File: src/rtl/ppg_pkg.sv
package ppg_pkg;

    localparam int CW = 8;

    typedef enum logic [1:0] {
        SRC_EXT   = 2'd0,
        SRC_DIV1  = 2'd1,
        SRC_DIV4  = 2'd2,
        SRC_DIV16 = 2'd3
    } src_e;

    typedef enum logic [1:0] {
        WR_DUTY   = 2'd0,
        WR_PERIOD = 2'd1,
        WR_CTRL   = 2'd2,
        WR_NONE   = 2'd3
    } wsel_e;

    typedef enum logic [1:0] {
        FRC_NONE = 2'd0,
        FRC_LOW  = 2'd1,
        FRC_HIGH = 2'd2,
        FRC_KEEP = 2'd3
    } frc_e;

    typedef struct packed {
        logic run;
        src_e src;
        logic dbuf;
        logic inv;
    } ctrl_t;

    typedef struct packed {
        logic hit_duty;
        logic hit_period;
    } match_t;

    function automatic ctrl_t decode_ctrl(input logic [CW-1:0] d);
        ctrl_t c;
        c.run  = d[0];
        c.src  = src_e'(d[2:1]);
        c.dbuf = d[3];
        c.inv  = d[4];
        return c;
    endfunction

    function automatic frc_e decode_force(input logic [CW-1:0] d);
        return frc_e'(d[6:5]);
    endfunction

    function automatic logic is_forcing(input frc_e f);
        return (f == FRC_LOW) || (f == FRC_HIGH);
    endfunction

endpackage

File: src/rtl/ppg_tick_sel.sv
module ppg_tick_sel
    import ppg_pkg::*;
#(
    parameter int SYNC_STAGES = 2
) (
    input  logic       clk,
    input  logic       rst,
    input  logic       run,
    input  src_e       src,
    input  logic [2:0] presc_tick,
    input  logic       ext_in,
    output logic       tick
);

    localparam int SH_W = SYNC_STAGES + 1;

    logic [SH_W-1:0] sh_q;
    logic            ext_rise;
    logic            raw_tick;

    always_ff @(posedge clk) begin
        if (rst) begin
            sh_q <= '0;
        end else begin
            sh_q <= {sh_q[SH_W-2:0], ext_in};
        end
    end

    assign ext_rise = sh_q[SYNC_STAGES-1] & ~sh_q[SYNC_STAGES];

    always_comb begin
        unique case (src)
            SRC_EXT:   raw_tick = ext_rise;
            SRC_DIV1:  raw_tick = presc_tick[0];
            SRC_DIV4:  raw_tick = presc_tick[1];
            SRC_DIV16: raw_tick = presc_tick[2];
            default:   raw_tick = 1'b0;
        endcase
    end

    assign tick = run & raw_tick;

    assert_ext_single_R10: assert property (@(posedge clk) disable iff (rst)
        (src == SRC_EXT && tick) |=> !(src == SRC_EXT && tick));

endmodule

File: src/rtl/ppg_counter.sv
module ppg_counter
    import ppg_pkg::*;
#(
    parameter int W = CW
) (
    input  logic         clk,
    input  logic         rst,
    input  logic         run,
    input  logic         tick,
    input  logic         dbuf,
    input  logic         duty_we,
    input  logic         period_we,
    input  logic [W-1:0] wdata,
    output match_t       hit
);

    logic [W-1:0] cnt_q;
    logic [W-1:0] period_q;
    logic [W-1:0] duty_q;
    logic [W-1:0] shadow_q;
    logic [W-1:0] cnt_nxt;
    logic         at_top;
    logic         commit;

    always_comb begin
        at_top         = (cnt_q == period_q);
        cnt_nxt        = at_top ? '0 : cnt_q + 1'b1;
        hit.hit_duty   = tick && (cnt_nxt == duty_q);
        hit.hit_period = tick && (cnt_nxt == period_q);
        commit         = hit.hit_period;
    end

    always_ff @(posedge clk) begin
        if (rst) begin
            cnt_q    <= '0;
            period_q <= '0;
            duty_q   <= '0;
            shadow_q <= '0;
        end else begin
            if (!run) begin
                cnt_q <= '0;
            end else if (tick) begin
                cnt_q <= cnt_nxt;
            end
            if (period_we) begin
                period_q <= wdata;
            end
            if (duty_we) begin
                shadow_q <= wdata;
            end
            if (duty_we && !dbuf) begin
                duty_q <= wdata;
            end else if (commit && dbuf) begin
                duty_q <= shadow_q;
            end
        end
    end

    assert_count_step_R3: assert property (@(posedge clk) disable iff (rst)
        (run && tick && !at_top) |=> cnt_q == W'($past(cnt_q) + 1'b1));

    assert_count_wrap_R3: assert property (@(posedge clk) disable iff (rst)
        (run && tick && at_top) |=> cnt_q == '0);

    assert_stop_clear_R4: assert property (@(posedge clk) disable iff (rst)
        !run |=> cnt_q == '0);

    assert_direct_duty_R7: assert property (@(posedge clk) disable iff (rst)
        (duty_we && !dbuf) |=> duty_q == $past(wdata));

    assert_buffer_hold_R8: assert property (@(posedge clk) disable iff (rst)
        (dbuf && !commit) |=> $stable(duty_q));

endmodule

File: src/rtl/ppg_outff.sv
module ppg_outff
    import ppg_pkg::*;
(
    input  logic   clk,
    input  logic   rst,
    input  logic   inv_en,
    input  match_t hit,
    input  frc_e   frc,
    output logic   q
);

    logic any_hit;

    assign any_hit = hit.hit_duty | hit.hit_period;

    always_ff @(posedge clk) begin
        if (rst) begin
            q <= 1'b0;
        end else if (frc == FRC_LOW) begin
            q <= 1'b0;
        end else if (frc == FRC_HIGH) begin
            q <= 1'b1;
        end else if (inv_en && any_hit) begin
            q <= ~q;
        end
    end

    assert_gate_hold_R5: assert property (@(posedge clk) disable iff (rst)
        (!inv_en && !is_forcing(frc)) |=> $stable(q));

    assert_toggle_R5: assert property (@(posedge clk) disable iff (rst)
        (inv_en && any_hit && !is_forcing(frc)) |=> q != $past(q));

    assert_force_high_R9: assert property (@(posedge clk) disable iff (rst)
        (frc == FRC_HIGH) |=> q);

    assert_force_low_R9: assert property (@(posedge clk) disable iff (rst)
        (frc == FRC_LOW) |=> !q);

endmodule

File: src/rtl/ppg_timer.sv
module ppg_timer
    import ppg_pkg::*;
#(
    parameter int W           = CW,
    parameter int SYNC_STAGES = 2
) (
    input  logic         clk,
    input  logic         rst,
    input  logic         wr_en,
    input  logic [1:0]   wr_sel,
    input  logic [W-1:0] wr_data,
    input  logic [2:0]   presc_tick,
    input  logic         ext_cnt,
    output logic         wave_out,
    output logic         irq_duty,
    output logic         irq_period
);

    ctrl_t  ctrl_q;
    frc_e   frc;
    match_t hit;
    logic   tick;
    logic   ctrl_we;
    logic   duty_we;
    logic   period_we;

    always_comb begin
        ctrl_we   = wr_en && (wsel_e'(wr_sel) == WR_CTRL);
        duty_we   = wr_en && (wsel_e'(wr_sel) == WR_DUTY);
        period_we = wr_en && (wsel_e'(wr_sel) == WR_PERIOD);
        frc       = ctrl_we ? decode_force(wr_data[CW-1:0]) : FRC_NONE;
    end

    always_ff @(posedge clk) begin
        if (rst) begin
            ctrl_q     <= '0;
            irq_duty   <= 1'b0;
            irq_period <= 1'b0;
        end else begin
            if (ctrl_we) begin
                ctrl_q <= decode_ctrl(wr_data[CW-1:0]);
            end
            irq_duty   <= hit.hit_duty;
            irq_period <= hit.hit_period;
        end
    end

    ppg_tick_sel #(.SYNC_STAGES(SYNC_STAGES)) u_src (
        .clk        (clk),
        .rst        (rst),
        .run        (ctrl_q.run),
        .src        (ctrl_q.src),
        .presc_tick (presc_tick),
        .ext_in     (ext_cnt),
        .tick       (tick)
    );

    ppg_counter #(.W(W)) u_cnt (
        .clk       (clk),
        .rst       (rst),
        .run       (ctrl_q.run),
        .tick      (tick),
        .dbuf      (ctrl_q.dbuf),
        .duty_we   (duty_we),
        .period_we (period_we),
        .wdata     (wr_data),
        .hit       (hit)
    );

    ppg_outff u_ff (
        .clk    (clk),
        .rst    (rst),
        .inv_en (ctrl_q.inv),
        .hit    (hit),
        .frc    (frc),
        .q      (wave_out)
    );

    assert_stop_hold_R4: assert property (@(posedge clk) disable iff (rst)
        (!ctrl_q.run && !is_forcing(frc)) |=> $stable(wave_out));

    assert_stop_quiet_R4: assert property (@(posedge clk) disable iff (rst)
        !ctrl_q.run |=> !irq_duty && !irq_period);

endmodule

File: config.mk
export PLATFORM = sky130hd
export DESIGN_NAME = ppg_timer
export DESIGN_NICKNAME = d
export VERILOG_FILES = /design/src/rtl/ppg_pkg.sv /design/src/rtl/ppg_tick_sel.sv /design/src/rtl/ppg_counter.sv /design/src/rtl/ppg_outff.sv /design/src/rtl/ppg_timer.sv
export SDC_FILE = /design/constraint.sdc
export NUM_CORES = 1
export LEC_CHECK = 0
export CAP_MARGIN = 20
export CORE_MARGIN = 2
export CORE_UTILIZATION = 47
export CTS_BUF_LIST = sky130_fd_sc_hd__clkbuf_4 sky130_fd_sc_hd__clkbuf_8
export DETAILED_ROUTE_END_ITERATION = 8
export GPL_TIMING_DRIVEN = 0
export PLACE_DENSITY = 0.66
export RECOVER_POWER = 25
export SLEW_MARGIN = 40
export SYNTH_ARGS = -nofsm -noshare
export SYNTH_HDL_FRONTEND = slang
export SYNTH_SLANG_ARGS = --single-unit
File: constraint.sdc
create_clock -name clk -period 6.9 [get_ports clk]
set_input_delay 2.07 -clock clk [delete_from_list [all_inputs] [get_ports clk]]
set_output_delay 2.07 -clock clk [all_outputs]
set_load 0.005 [all_outputs]
==> results.json <==
{
  "vdd_ir_drop_max_uv": 158.7,
  "ctsRootBufferMaster": "clkbuf_8",
  "grtUsageTotal_pct": 20.37,
  "start_kind": "input pin",
  "avgRoutedWirePerCell_um": 14.58,
  "crit_family": "compound AO/OA/AOI/OAI gates",
  "outcome": "finished clean",
  "ys_seq_area_share_pct": 36.48,
  "hp-class": "flip-flop to flip-flop",
  "fin_crit_sh_pct": 60.82,
  "grt_setup_unrepaired": "no",
  "synthTopCellsByArea": "dfxtp_1, mux2i_1, nor2_1",
  "cts_tree": "built",
  "nNetsFinal": 312,
  "synth_edf_count": 0,
  "fmax_mhz": 238.3,
  "antenna_cells": 0,
  "relSlewSlack_pct": 52.45,
  "layout_commonest_cell": "nor2_1",
  "numPortBuffers": 18,
  "syn_area_per_cell_sq_um": 8.772,
  "critPathBufInv": 1,
  "rr_startpoint": "u_cnt.cnt_q[1]$_SDFFE_PP0P_",
  "antenna_found_initial": 0,
  "finalSetupViolCount": 0,
  "crit_path_end_kind": "flip-flop",
  "vias": 1929,
  "r2r-end": "u_cnt.duty_q[2]$_SDFFE_PP0P_",
  "path_cells": "clkdlybuf4s50_1 -> a221oi_1 -> a21oi_1 -> nand2_1 -> and3b_1 -> or4b_4 -> a21boi_2 -> xor2_1 -> o2bb2ai_1",
  "ys.flop_type": "dfxtp_1",
  "clkLatencyLatePin_ns": 0.30,
  "min_delay_path_depth": 1,
  "path_class": "input pin to flip-flop",
  "fp.coreArea_sq_mm": 0.004786,
  "reg2reg_slack_ns": 3.91,
  "grt-ovfl-total": 0,
  "cts_sinks": 43,
  "synth_seq_cells": 43,
  "cpMaxStageDelayCell": "a21oi_1",
  "cts_buffer_depth": 2,
  "dp_hpwl_um": 3942,
  "holdBufCountCts": 0,
  "critical-path-max-stage-delay_ns": 0.50,
  "postCtsSetupBuffers": 0,
  "async_flop_share_pct": 0,
  "grt_first_pass_wirelength_um": 8590,
  "initial_core_util_pct": 49.31,
  "drtIter0Drc": 75,
  "power_density_mw_per_mm2": 179.1,
  "synth.largest_area_cell": "dfxtp_1",
  "grt_pass1_vias": 1728,
  "maxCapViolations": 0,
  "dp_cells": 354,
  "die_area_sq_mm": 0.005603,
  "setup_tns_ns": 0,
  "worst_slew_pin_slew_ns": 0.7133,
  "slew_viol_final": 0,
  "finClkSkew_ns": 0.01093,
  "drive_above_1_share_pct": 7.483,
  "cts_made_buffers": 5,
  "ys_types": 49,
  "syn-num-nets": 287,
  "final_cells": 361,
  "fin_crit_ns": 4.197,
  "synth_cells": 269,
  "drc": 0,
  "cts.repair.resized": 0,
  "cellLeakagePower_uw": 0.001080,
  "wl_um": 5263,
  "clk_pin_slew_worst_paths_ns": 0.09,
  "yosys_warnings": 0,
  "critPathArrivalTime_ns": 4.43,
  "worst_slack_ns": 2.703,
  "first_pass_iters": 4,
  "die_w_um": 74.86,
  "core.rowCount": 25,
  "synth_area_sq_mm": 0.002360,
  "gp_congestion": 0.8164,
  "final_cell_mix": "nor2_1, dfxtp_1, mux2i_1, nand2_1, clkdlybuf4s50_1",
  "worst-r2r-cell-count": 9,
  "hold_viol": 0,
  "synth_top_area_share_pct": 36.48,
  "cp_max_fo": 6,
  "area_growth_pct": 14.69,
  "place_ws_ns": 2.384,
  "vias_per_cell": 5.343,
  "ioPinCount": 20,
  "hp-start": "u_src.sh_q[0]$_SDFF_PP0_",
  "critPathRequiredTime_ns": 7.13,
  "die_h_um": 74.86,
  "ant_nets": 0,
  "grt_max_degree": 14,
  "whs_endpoint": "u_src.sh_q[1]$_SDFF_PP0_",
  "cts_htree_levels": 2,
  "whs_ns": 0.4525
}
power breakdown:
part / leakage, uW / switching, uW / total [uW] / internal (uW)
sequential: 0.000349 / 6.95 / 262 / 255
combinational: 0.000687 / 34.6 / 64.3 / 29.8
clock: 0.0000440 / 89.0 / 158 / 69.3
total: 0.00108 / 130 / 485 / 354
cell type report:
type	count	area [sq um]
inverters	4	15.01
repair buffers	18	180.2
clock inverters	2	13.76
flip-flops and latches	43	860.8
well taps	67	83.83
clock buffers	5	68.82
plain buffers	16	98.84
fillers	465	2079
multi-input cells	206	1385
per-layer routing:
metal | GRT usage (%) | vias up | routed length [um]
li1 | - | 993 | -
met1 | 30.15 | 888 | 2551
met2 | 30.31 | 43 | 2385
met3 | 3.614 | 5 | 281
met4 | 5.952 | 0 | 45
met5 | 0 | - | 0
worst max-delay path by stage:
stage                        from  slack, ns  cells after the start             endpoint
detailed placement  presc_tick[1]       2.38                      9  u_ff.q$_SDFFE_PP0P_
floorplan           presc_tick[2]       3.31                      8  u_ff.q$_SDFFE_PP0P_
finish              presc_tick[1]       2.70                      9  u_ff.q$_SDFFE_PP0P_
global placement    presc_tick[2]       2.39                      9  u_ff.q$_SDFFE_PP0P_
global route        presc_tick[1]       2.49                      9  u_ff.q$_SDFFE_PP0P_
CTS                 presc_tick[1]       2.68                      9  u_ff.q$_SDFFE_PP0P_
state kept, by name, summed over array words and instances (netlist names):
signal          count
u_cnt.cnt_q         8
u_ff.q              1
u_cnt.period_q      8
u_cnt.shadow_q      8
u_cnt.duty_q        8
irq_period          1
irq_duty            1
u_src.sh_q          3
ctrl_q              5
per-stage QoR:
step | area (sq um) | power, uW | util, %
floorplan | 2360 | 308.2 | -
global placement | 2624 | 331.7 | 54.82
detailed placement | 2624 | 332.8 | 54.82
CTS | 2706 | 489.6 | 56.55
global route | 2706 | 505.4 | 56.55
finish | 2706 | 484.7 | 56.55
kinds of logic after synthesis:
family | after synthesis | synth area share (%)
AND/OR/NAND/NOR | 106 | 21.69
AO/OA/AOI/OAI | 48 | 14.16
flip-flops | 43 | 36.48
multiplexers | 29 | 12.30
XOR/XNOR | 22 | 10.02
buffers and inverters | 20 | 4.825
adder cells (fa/ha/maj) | 1 | 0.5301
Yosys cell counts, types with 2 or more instances:
| cell type | number |
|---|---|
| buf_6 | 5 |
| o21a_1 | 4 |
| xnor2_1 | 11 |
| and3_1 | 2 |
| nand4_1 | 4 |
| dfxtp_1 | 43 |
| buf_1 | 3 |
| nand3_1 | 5 |
| o21ai_0 | 7 |
| mux2i_1 | 29 |
| inv_1 | 4 |
| o211ai_1 | 3 |
| a211oi_1 | 6 |
| nor3b_1 | 2 |
| or2_2 | 2 |
| nand3b_1 | 3 |
| nand2b_1 | 2 |
| clkbuf_1 | 7 |
| a31oi_1 | 3 |
| a21oi_1 | 8 |
| nor2_1 | 49 |
| xnor2_2 | 4 |
| a22oi_1 | 4 |
| and3b_1 | 2 |
| xor2_1 | 6 |
| nor2b_1 | 4 |
| nor3_1 | 6 |
| a32oi_1 | 2 |
| a211o_1 | 2 |
| nand2_1 | 18 |
Note: power is estimated with default switching activity, not from simulation.
